File: config.mk
export PLATFORM = sky130hd
export DESIGN_NAME = tag_cam_mhit
export DESIGN_NICKNAME = d
export VERILOG_FILES = /design/src/rtl/tcam_pkg.sv /design/src/rtl/tcam_store.sv /design/src/rtl/tcam_compare.sv /design/src/rtl/tcam_encode.sv /design/src/rtl/tag_cam_mhit.sv
export SDC_FILE = /design/constraint.sdc
export NUM_CORES = 1
export LEC_CHECK = 0
export BUFFER_PORTS_ARGS = -buffer_cell sky130_fd_sc_hd__buf_4
export CAP_MARGIN = 20
export CORE_UTILIZATION = 43
export DETAILED_ROUTE_END_ITERATION = 6
export SYNTH_ARGS = -nofsm -noshare
export SYNTH_HDL_FRONTEND = slang
export SYNTH_SLANG_ARGS = --single-unit
File: constraint.sdc
create_clock -name clk -period 2.35 [get_ports clk]
set_input_delay 0 -clock clk [delete_from_list [all_inputs] [get_ports clk]]
set_output_delay 0 -clock clk [all_outputs]
set_load 0.02 [all_outputs]
File: src/rtl/tcam_pkg.sv
package tcam_pkg;
    localparam int OP_W = 4;

    typedef enum logic [OP_W-1:0] {
        OP_LOAD     = 4'd0,
        OP_STORE    = 4'd1,
        OP_FLUSH    = 4'd2,
        OP_INVAL    = 4'd3,
        OP_CLEAN    = 4'd4,
        OP_TOUCH    = 4'd5,
        OP_TOUCH_ST = 4'd6,
        OP_ZERO     = 4'd7,
        OP_DIAG_RD  = 4'd8
    } lk_op_e;

    function automatic logic op_is_lookup_class(input logic [OP_W-1:0] op);
        return op <= OP_ZERO;
    endfunction

    function automatic logic op_is_compare(input logic [OP_W-1:0] op);
        return op <= OP_DIAG_RD;
    endfunction
endpackage

File: src/rtl/tcam_store.sv
module tcam_store #(
    parameter int ENTRIES = 16,
    parameter int TAG_W   = 24,
    localparam int IDX_W  = $clog2(ENTRIES)
) (
    input  logic                            clk,
    input  logic                            rst_n,
    input  logic                            wr_en,
    input  logic [IDX_W-1:0]                wr_idx,
    input  logic [TAG_W-1:0]                wr_tag,
    input  logic                            inv_all,
    output logic [ENTRIES-1:0][TAG_W-1:0]   tags_o,
    output logic [ENTRIES-1:0]              valid_o
);
    typedef struct packed {
        logic [ENTRIES-1:0]             valid;
        logic [ENTRIES-1:0][TAG_W-1:0]  tag;
    } store_t;

    store_t st_d, st_q;

    always_comb begin
        st_d = st_q;
        if (inv_all) begin
            st_d.valid = '0;
        end else if (wr_en && (32'(wr_idx) < ENTRIES)) begin
            st_d.valid[wr_idx] = 1'b1;
            st_d.tag[wr_idx]   = wr_tag;
        end
    end

    always_ff @(posedge clk) begin
        if (!rst_n) begin
            st_q <= '0;
        end else begin
            st_q <= st_d;
        end
    end

    assign tags_o  = st_q.tag;
    assign valid_o = st_q.valid;
endmodule

File: src/rtl/tcam_compare.sv
module tcam_compare #(
    parameter int ENTRIES = 16,
    parameter int TAG_W   = 24
) (
    input  logic [ENTRIES-1:0][TAG_W-1:0] tags_i,
    input  logic [ENTRIES-1:0]            valid_i,
    input  logic [TAG_W-1:0]              lk_tag,
    output logic [ENTRIES-1:0]            match_o
);
    for (genvar g = 0; g < ENTRIES; g++) begin : g_cmp
        assign match_o[g] = valid_i[g] && (tags_i[g] == lk_tag);
    end
endmodule

File: src/rtl/tcam_encode.sv
module tcam_encode #(
    parameter int ENTRIES = 16,
    localparam int IDX_W  = $clog2(ENTRIES)
) (
    input  logic [ENTRIES-1:0] match_i,
    output logic               any_o,
    output logic               multi_o,
    output logic [IDX_W-1:0]   idx_o
);
    always_comb begin
        any_o   = 1'b0;
        multi_o = 1'b0;
        idx_o   = '0;
        for (int i = 0; i < ENTRIES; i++) begin
            if (match_i[i]) begin
                if (any_o) multi_o = 1'b1;
                any_o = 1'b1;
                idx_o = idx_o | IDX_W'(i);
            end
        end
    end
endmodule

File: src/rtl/tag_cam_mhit.sv
module tag_cam_mhit
    import tcam_pkg::*;
#(
    parameter int ENTRIES = 16,
    parameter int TAG_W   = 24,
    localparam int IDX_W  = $clog2(ENTRIES)
) (
    input  logic               clk,
    input  logic               rst_n,
    input  logic               wr_en,
    input  logic [IDX_W-1:0]   wr_idx,
    input  logic [TAG_W-1:0]   wr_tag,
    input  logic               inv_all,
    input  logic               lk_valid,
    input  logic [OP_W-1:0]    lk_op,
    input  logic [TAG_W-1:0]   lk_tag,
    output logic               hit_o,
    output logic [ENTRIES-1:0] match_o,
    output logic [IDX_W-1:0]   idx_o,
    output logic               mhit_o
);
    logic [ENTRIES-1:0][TAG_W-1:0] tags;
    logic [ENTRIES-1:0]            valid;
    logic [ENTRIES-1:0]            match;
    logic                          any_m, multi_m;
    logic [IDX_W-1:0]              enc_idx;

    tcam_store #(.ENTRIES(ENTRIES), .TAG_W(TAG_W)) u_store (
        .clk(clk), .rst_n(rst_n),
        .wr_en(wr_en), .wr_idx(wr_idx), .wr_tag(wr_tag), .inv_all(inv_all),
        .tags_o(tags), .valid_o(valid)
    );

    tcam_compare #(.ENTRIES(ENTRIES), .TAG_W(TAG_W)) u_cmp (
        .tags_i(tags), .valid_i(valid), .lk_tag(lk_tag), .match_o(match)
    );

    tcam_encode #(.ENTRIES(ENTRIES)) u_enc (
        .match_i(match), .any_o(any_m), .multi_o(multi_m), .idx_o(enc_idx)
    );

    typedef struct packed {
        logic               hit;
        logic [ENTRIES-1:0] match;
        logic [IDX_W-1:0]   idx;
        logic               mhit;
    } res_t;

    res_t res_d, res_q;

    always_comb begin
        res_d = '0;
        if (lk_valid && op_is_compare(lk_op)) begin
            res_d.match = match;
            if (multi_m) begin
                res_d.mhit = op_is_lookup_class(lk_op);
            end else if (any_m) begin
                res_d.hit = 1'b1;
                res_d.idx = enc_idx;
            end
        end
    end

    always_ff @(posedge clk) begin
        if (!rst_n) begin
            res_q <= '0;
        end else begin
            res_q <= res_d;
        end
    end

    assign hit_o   = res_q.hit;
    assign match_o = res_q.match;
    assign idx_o   = res_q.idx;
    assign mhit_o  = res_q.mhit;
endmodule

After elaboration in Yosys (flattened, before gate mapping)
Cells that the tools add are included.
{"block": "word_totals", "reg_bits": 422, "word_cells": 137, "in_bits": 61, "out_inout_bits": 22}
{"block": "classes", "eq_ne": 16, "bitwise_logic": 5, "mux": 67, "order_cmp": 4, "n_reduce_logical": 24}
{"cell": "384-bit bitwise mux", "n": 1}
{"cell": "24-bit == test", "n": 16}
{"cell": "24-bit demux with 4-bit select", "n": 1}
{"cell": "1-bit 2-to-1 mux", "n": 49}
{"cell": "4-bit 2-to-1 mux", "n": 8}
{"cell": "24-bit 2-to-1 mux", "n": 1}
{"cell": "1-bit logical AND", "n": 18}
{"cell": "16-bit OR", "n": 1}
{"cell": "3-bit 2-to-1 mux", "n": 4}
{"cell": "4-bit by 5-bit < comparator with 1-bit output, second input constant", "n": 1}
{"cell": "1-bit demux with 4-bit select", "n": 1}
{"cell": "4-bit by 1-bit greater-or-equal comparator with 1-bit output, second input constant", "n": 1}
{"cell": "4-bit by 3-bit less-or-equal comparator with 1-bit output, second input constant", "n": 1}
{"cell": "4-bit less-or-equal comparator, second input constant", "n": 1}
{"cell": "2-bit 2-to-1 mux", "n": 2}
{"cell": "1-bit NOT", "n": 4}
{"cell": "2-bit AND reduction", "n": 2}
{"cell": "4-bit OR reduction", "n": 1}
{"cell": "3-bit AND reduction", "n": 1}
{"cell": "3-bit OR reduction", "n": 1}
{"cell": "2-bit OR reduction", "n": 1}

Longest topological paths before layout
{"block": "depth", "depth_word": 34, "depth_mapped": 11, "depth_no_buf": 9}

Cells and area by module
A second synthesis with hierarchy kept.
{"block": "hier_totals", "hier_cells": 2030, "area_unflattened_um2": 19990.4}
{"module": "tcam_store", "instances": 1, "cells_each": 1365, "seq_area_each_um2": 8007.7, "area_per_inst_um2": 14355.0}
{"module": "tcam_compare", "instances": 1, "cells_each": 576, "seq_area_each_um2": 0.0, "area_per_inst_um2": 4752.1}
{"module": "tag_cam_mhit", "instances": 1, "cells_each": 50, "seq_area_each_um2": 440.4, "area_per_inst_um2": 651.9}
{"module": "tcam_encode", "instances": 1, "cells_each": 39, "seq_area_each_um2": 0.0, "area_per_inst_um2": 231.5}

Worst setup path after synthesis
No wires, ideal clock.
{"block": "synth_path", "path_type": "register to register", "startpoint": "register u_store.st_q, in the netlist u_store.tags_o[323]", "endpoint": "register res_q, in the netlist idx_o[1]", "synth_period_minus_slack_ns": 2.055, "setup_slack_ns": 0.295, "t_required_ns": 2.280, "path_stages_with_launch": 10, "setup_ns": 0.070, "path_buffers": 0, "arrival_ns": 1.985, "path_cell_list": "dfxtp_1 xnor2_1 nand4_1 nor4_2 nand4_2 and4_4 nor4b_4 xor2_2 a2111oi_4 a21boi_1"}
{"block": "synth_via", "elab_chain_len": 8, "elab_cells_between_ends": 12, "classes_between": "1 x eq/ne; 8 x mux; 1 x bitwise; 2 x reduce/logical"}
{"item": "start: declaration", "line": "tcam_store.sv:20", "source": "store_t st_d, st_q;"}
{"item": "start signal: assignment", "line": "tcam_store.sv:36", "source": "st_q <= st_d;"}
{"item": "24-bit == test (*)", "line": "tcam_compare.sv:11", "source": "assign match_o[g] = valid_i[g] && (tags_i[g] == lk_tag);"}
{"item": "1-bit logical AND (*)", "line": "tcam_compare.sv:11"}
{"item": "1-bit 2-to-1 mux", "line": "tcam_encode.sv:15", "source": "if (match_i[i]) begin"}
{"item": "1-bit 2-to-1 mux", "line": "tcam_encode.sv:16", "source": "if (any_o) multi_o = 1'b1;"}
{"item": "1-bit 2-to-1 mux", "line": "tcam_encode.sv:15"}
{"item": "1-bit 2-to-1 mux", "line": "tcam_encode.sv:16"}
{"item": "1-bit 2-to-1 mux", "line": "tcam_encode.sv:15"}
{"item": "4-bit OR reduction (no line) (*)"}
{"item": "end signal: assignment", "line": "tag_cam_mhit.sv:68", "source": "res_q <= res_d;"}
{"item": "end: declaration", "line": "tag_cam_mhit.sv:49", "source": "res_t res_d, res_q;"}
Mark *: on every way between the ends. The rest lies on a longest branch, timed or not.
A chain may end at the register's enable or synchronous reset.

Worst setup path in the final report
{"block": "layout_path", "startpoint": "register u_store.st_q, in the netlist u_store.tags_o[113]", "endpoint": "register res_q, in the netlist idx_o[1]"}
{"block": "layout_via", "elab_chain_len": 26, "elab_cells_between_ends": 39, "classes_between": "1 x eq/ne; 35 x mux; 1 x bitwise; 2 x reduce/logical"}
{"item": "24-bit == test (*)", "line": "tcam_compare.sv:11"}
{"item": "1-bit logical AND (*)", "line": "tcam_compare.sv:11"}
{"item": "1-bit 2-to-1 mux", "line": "tcam_encode.sv:15"}
{"item": "1-bit 2-to-1 mux", "line": "tcam_encode.sv:16"}
{"item": "1-bit 2-to-1 mux", "line": "tcam_encode.sv:15"}
{"item": "1-bit 2-to-1 mux", "line": "tcam_encode.sv:16"}
{"item": "1-bit 2-to-1 mux", "line": "tcam_encode.sv:15"}
{"item": "1-bit 2-to-1 mux", "line": "tcam_encode.sv:16"}
{"item": "(+10 left out)"}
{"item": "1-bit 2-to-1 mux", "line": "tcam_encode.sv:15"}
{"item": "1-bit 2-to-1 mux", "line": "tcam_encode.sv:16"}
{"item": "1-bit 2-to-1 mux", "line": "tcam_encode.sv:15"}
{"item": "1-bit 2-to-1 mux", "line": "tcam_encode.sv:16"}
{"item": "1-bit 2-to-1 mux", "line": "tcam_encode.sv:15"}
{"item": "1-bit 2-to-1 mux", "line": "tcam_encode.sv:16"}
{"item": "1-bit 2-to-1 mux", "line": "tcam_encode.sv:15"}
{"item": "4-bit OR reduction (no line) (*)"}
Marks and branches as above.

==> key figures <==
Detailed routing
  – Post-DRT Antenna Nets: 0
  – Vias: around 17,000
  – DRC errors left: 10
  – WL/cell: roughly 22 um
  – DR iter-0 viols: 1,518
  – Avg Vias per Cell: around 5.4
  – 1st-pass router iterations: 7
  – Routed wire length: around 70,000 um

Floorplan
  – Die Span Y: about 220 um
  – Ports: 83
  – Die ar.: just under 0.05 sq mm
  – Starting density of the core: 43.96%
  – Placeable Area: roughly 0.047 sq mm
  – Cell Rows: about 80
  – Die width: about 220 um

Logic synthesis
  – Sequential fraction of the synthesis area: between 40% and 50%
  – Top FF cell, synth: dfxtp_1
  – Synthesized flop and latch total: approximately 420
  – EDFF count, synth: 0
  – Ys Warns: 0
  – Post-Syn Area: around 0.021 sq mm
  – Synth Area per Inst: between 8 and 9 sq um
  – Mapped Nets: 2,523
  – Ys async rst share: 0%
  – Post-synth cell types: 50
  – Cell count after synthesis: between 2,000 and 2,500

Run status
  – Status: finished with violations
  – Violated checks: DRC, setup timing

GRT
  – GRT Resource Usage Total: 28.38%
  – Grt ovf: 0
  – First-pass GRT wire length: roughly 100,000 um
  – Pin count of the biggest net entering global routing: around 130
  – Vias in the first global route: between 15,000 and 20,000
  – Antenna violations before repair: 0

Job
  – Maxcap violations: 0

STA
  – RSZ-0062 raised after global routing: yes
  – Min Clock Period, post-route: around 2.4 ns
  – Max-slew violations: 0
  – Final worst-path cycle share: 101.0%
  – Final setup violation count: 2
  – Max Freq: 421.1 MHz
  – Rel. slew slack: a little under half
  – Final setup margin: -0.02453 ns
  – Final hold slack: 0.1422 ns
  – Slew @ Worst Pin: roughly 0.78 ns
  – Final hold vios: 0
  – Final Skew: 0.01791 ns

Worst setup path
  – Arr. time, crit path: roughly 2.9 ns
  – Worst Setup Start Kind: flip-flop
  – CP Max Fanout: 5
  – CP Capture Type: flip-flop
  – CP required: 2.86 ns
  – Crit path kind: reg2reg

Clocking
  – Root buf cell: clkbuf_16
  – H-tree levels: 2
  – Clk sink count: about 420
  – Reg clk slew, reported paths: 0.06 ns
  – Clock Latency Late Sink: approximately 0.6 ns
  – Clock Tree Buf Depth: 3
  – CTS buffer count: 46
  – CTS tree: yes

Layout
  – Layout cells sized above 1: 16.10%
  – # fillers: 4,340
  – Synth-to-layout area growth: 19.45%
  – Layout net count: around 2,700
  – Post-route insts no fill: roughly 3,200
  – Antenna Diode Count: 0

Power
  – PwrDens: 647.0 mW/mm^2
  – Worst-case vdd ir drop: ~0.5 mV
  – Leakage power: 8.847 nW

Placement
  – Cells after DPL: 3,121
  – Routability congestion estimate: between 0.8 and 0.9
  – Hpwl dp: between 40,000 and 50,000 um
  – PortBufs: 82

Hold path
  – HP Class: in2reg
Yosys cell counts (all sizes together), types with 2 or more instances:
cell | number | share of area [%]
buf | 48 | 2.7
and3 | 2 | 0.061
xnor2 | 200 | 8.8
nor4 | 48 | 1.8
clkbuf | 166 | 3.1
dfxtp | 422 | 41
xor2 | 185 | 7.9
or2 | 4 | 0.12
o21ai | 2 | 0.049
a211oi | 3 | 0.11
and4 | 2 | 0.097
a21oi | 13 | 0.32
nor2b | 4 | 0.12
and2 | 6 | 0.19
nand4 | 67 | 2.4
a31oi | 4 | 0.12
nand3 | 4 | 0.12
nor3 | 21 | 0.51
nand2 | 809 | 15
nor2 | 51 | 0.93
nand2b | 3 | 0.091
a21boi | 385 | 14
worst max-delay path, cell delays in order, from the launching register on:
cell and delay [ns]:
dfxtp_1 0.38, xnor2_2 0.14, nand4_1 0.14, nor4_2 0.35, nand4_2 0.12, buf_4 0.21
a311o_1 0.33, a2111oi_4 0.42, a21boi_2 0.21
cell usage in the layout (no fill, tap or decap), types with 5 or more instances in the layout:
master,Yosys,final
nand4_2,10,7
clkbuf_1,165,9
nand2_1,808,807
nand4_1,56,56
buf_4,2,229
and2_1,5,5
nor3_1,21,18
buf_6,42,8
clkbuf_8,1,14
xor2_1,184,184
nor4_1,38,30
dfxtp_1,422,402
a21boi_0,384,384
dlygate4sd3_1,0,35
dfxtp_2,0,20
xnor2_1,191,182
a21oi_1,13,13
nor4_2,10,17
clkbuf_16,0,47
buf_12,1,30
xnor2_2,9,18
nor2_1,51,51
report_power, final:
| group | switching [mW] | leakage [nW] | total, mW | internal [mW] |
|---|---|---|---|---|
| Sequential | 0.0343 | 3.41 | 7.24 | 7.20 |
| Clock | 2.99 | 0.711 | 7.07 | 4.08 |
| Combinational | 0.972 | 4.72 | 1.61 | 0.639 |
flip-flops by register name (all words and copies together) (netlist names):
register	flops
hit_o	1
mhit_o	1
u_store.valid_o	16
u_store.tags_o	384
idx_o	4
match_o	16
metal layers:
metal	wire length (um)	vias to the layer above	track usage (%)
met5	0	-	0
met4	2096	0	9.565
met3	5352	128	3.864
met2	32300	640	46.00
met1	30640	8419	38.79
li1	-	8237	-
worst paths after layout:
| kind | from | to | slack (ns) | cells past startpoint |
|---|---|---|---|---|
| worst min-delay path | lk_op[3] | mhit_o$_SDFF_PN0_ | 0.14 | 3 |
| worst max register to register | u_store.tags_o[113]$_SDFFE_PN0P_ | idx_o[1]$_SDFF_PP0_ | -0.02 | 8 |
| worst max-delay path | u_store.tags_o[113]$_SDFFE_PN0P_ | idx_o[1]$_SDFF_PP0_ | -0.02 | 8 |
| worst min register to register | u_store.valid_o[10]$_SDFFE_PP0P_ | u_store.valid_o[10]$_SDFFE_PP0P_ | 0.47 | 2 |
kinds of logic (layout without fill, tap and decap cells):
| family | Yosys count | in the layout | share of synthesized area [%] |
|---|---|---|---|
| and+or+nand+nor | 1024 | 1024 | 21.35 |
| DFF | 422 | 422 | 41.02 |
| AOI/OAI and AO/OA | 415 | 415 | 15.06 |
| xor gates and xnor gates | 385 | 385 | 16.74 |
| buffers and inverters | 215 | 380 | 5.778 |
| adders and majority gates | 1 | 1 | 0.04860 |
per-stage QoR:
stage | worst slack (ns) | utilization (%) | instance area (sq um) | TNS [ns] | power, mW
global route | -0.08087 | 52.51 | 24600 | -0.2407 | 16.35
global placement | -0.2008 | 48.13 | 22550 | -1.067 | 8.907
finish | -0.02453 | 52.51 | 24600 | -0.03526 | 15.92
detailed placement | -0.1816 | 48.13 | 22550 | -0.8740 | 8.915
floorplan | 0.2949 | - | 20590 | 0 | 8.256
CTS | 0.001597 | 52.06 | 24390 | 0 | 15.97
layout make-up:
cell class | count | area [sq um] | share of cell area [%]
multi-input combinational | 1825 | 11150 | 45.31
clock buffer | 70 | 1403 | 5.701
timing repair buffer | 303 | 2775 | 11.28
clock inverter | 6 | 40.04 | 0.1628
sequential | 422 | 8473 | 34.44
inverter | 1 | 3.754 | 0.01526
tap | 607 | 759.5 | 3.087
what timing repair did:
item / in CTS / in global routing
resized for setup: 8 / 52
endpoints found under the setup margin: 6 / 7
buffers inserted: 1 / 3
hold buffers: 35 / 0
pin swaps: 13 / 37
gates cloned: 0 / 0
endpoints found under the hold margin: 413 / 0
No activity file was read; power rests on OpenSTA's default activity.
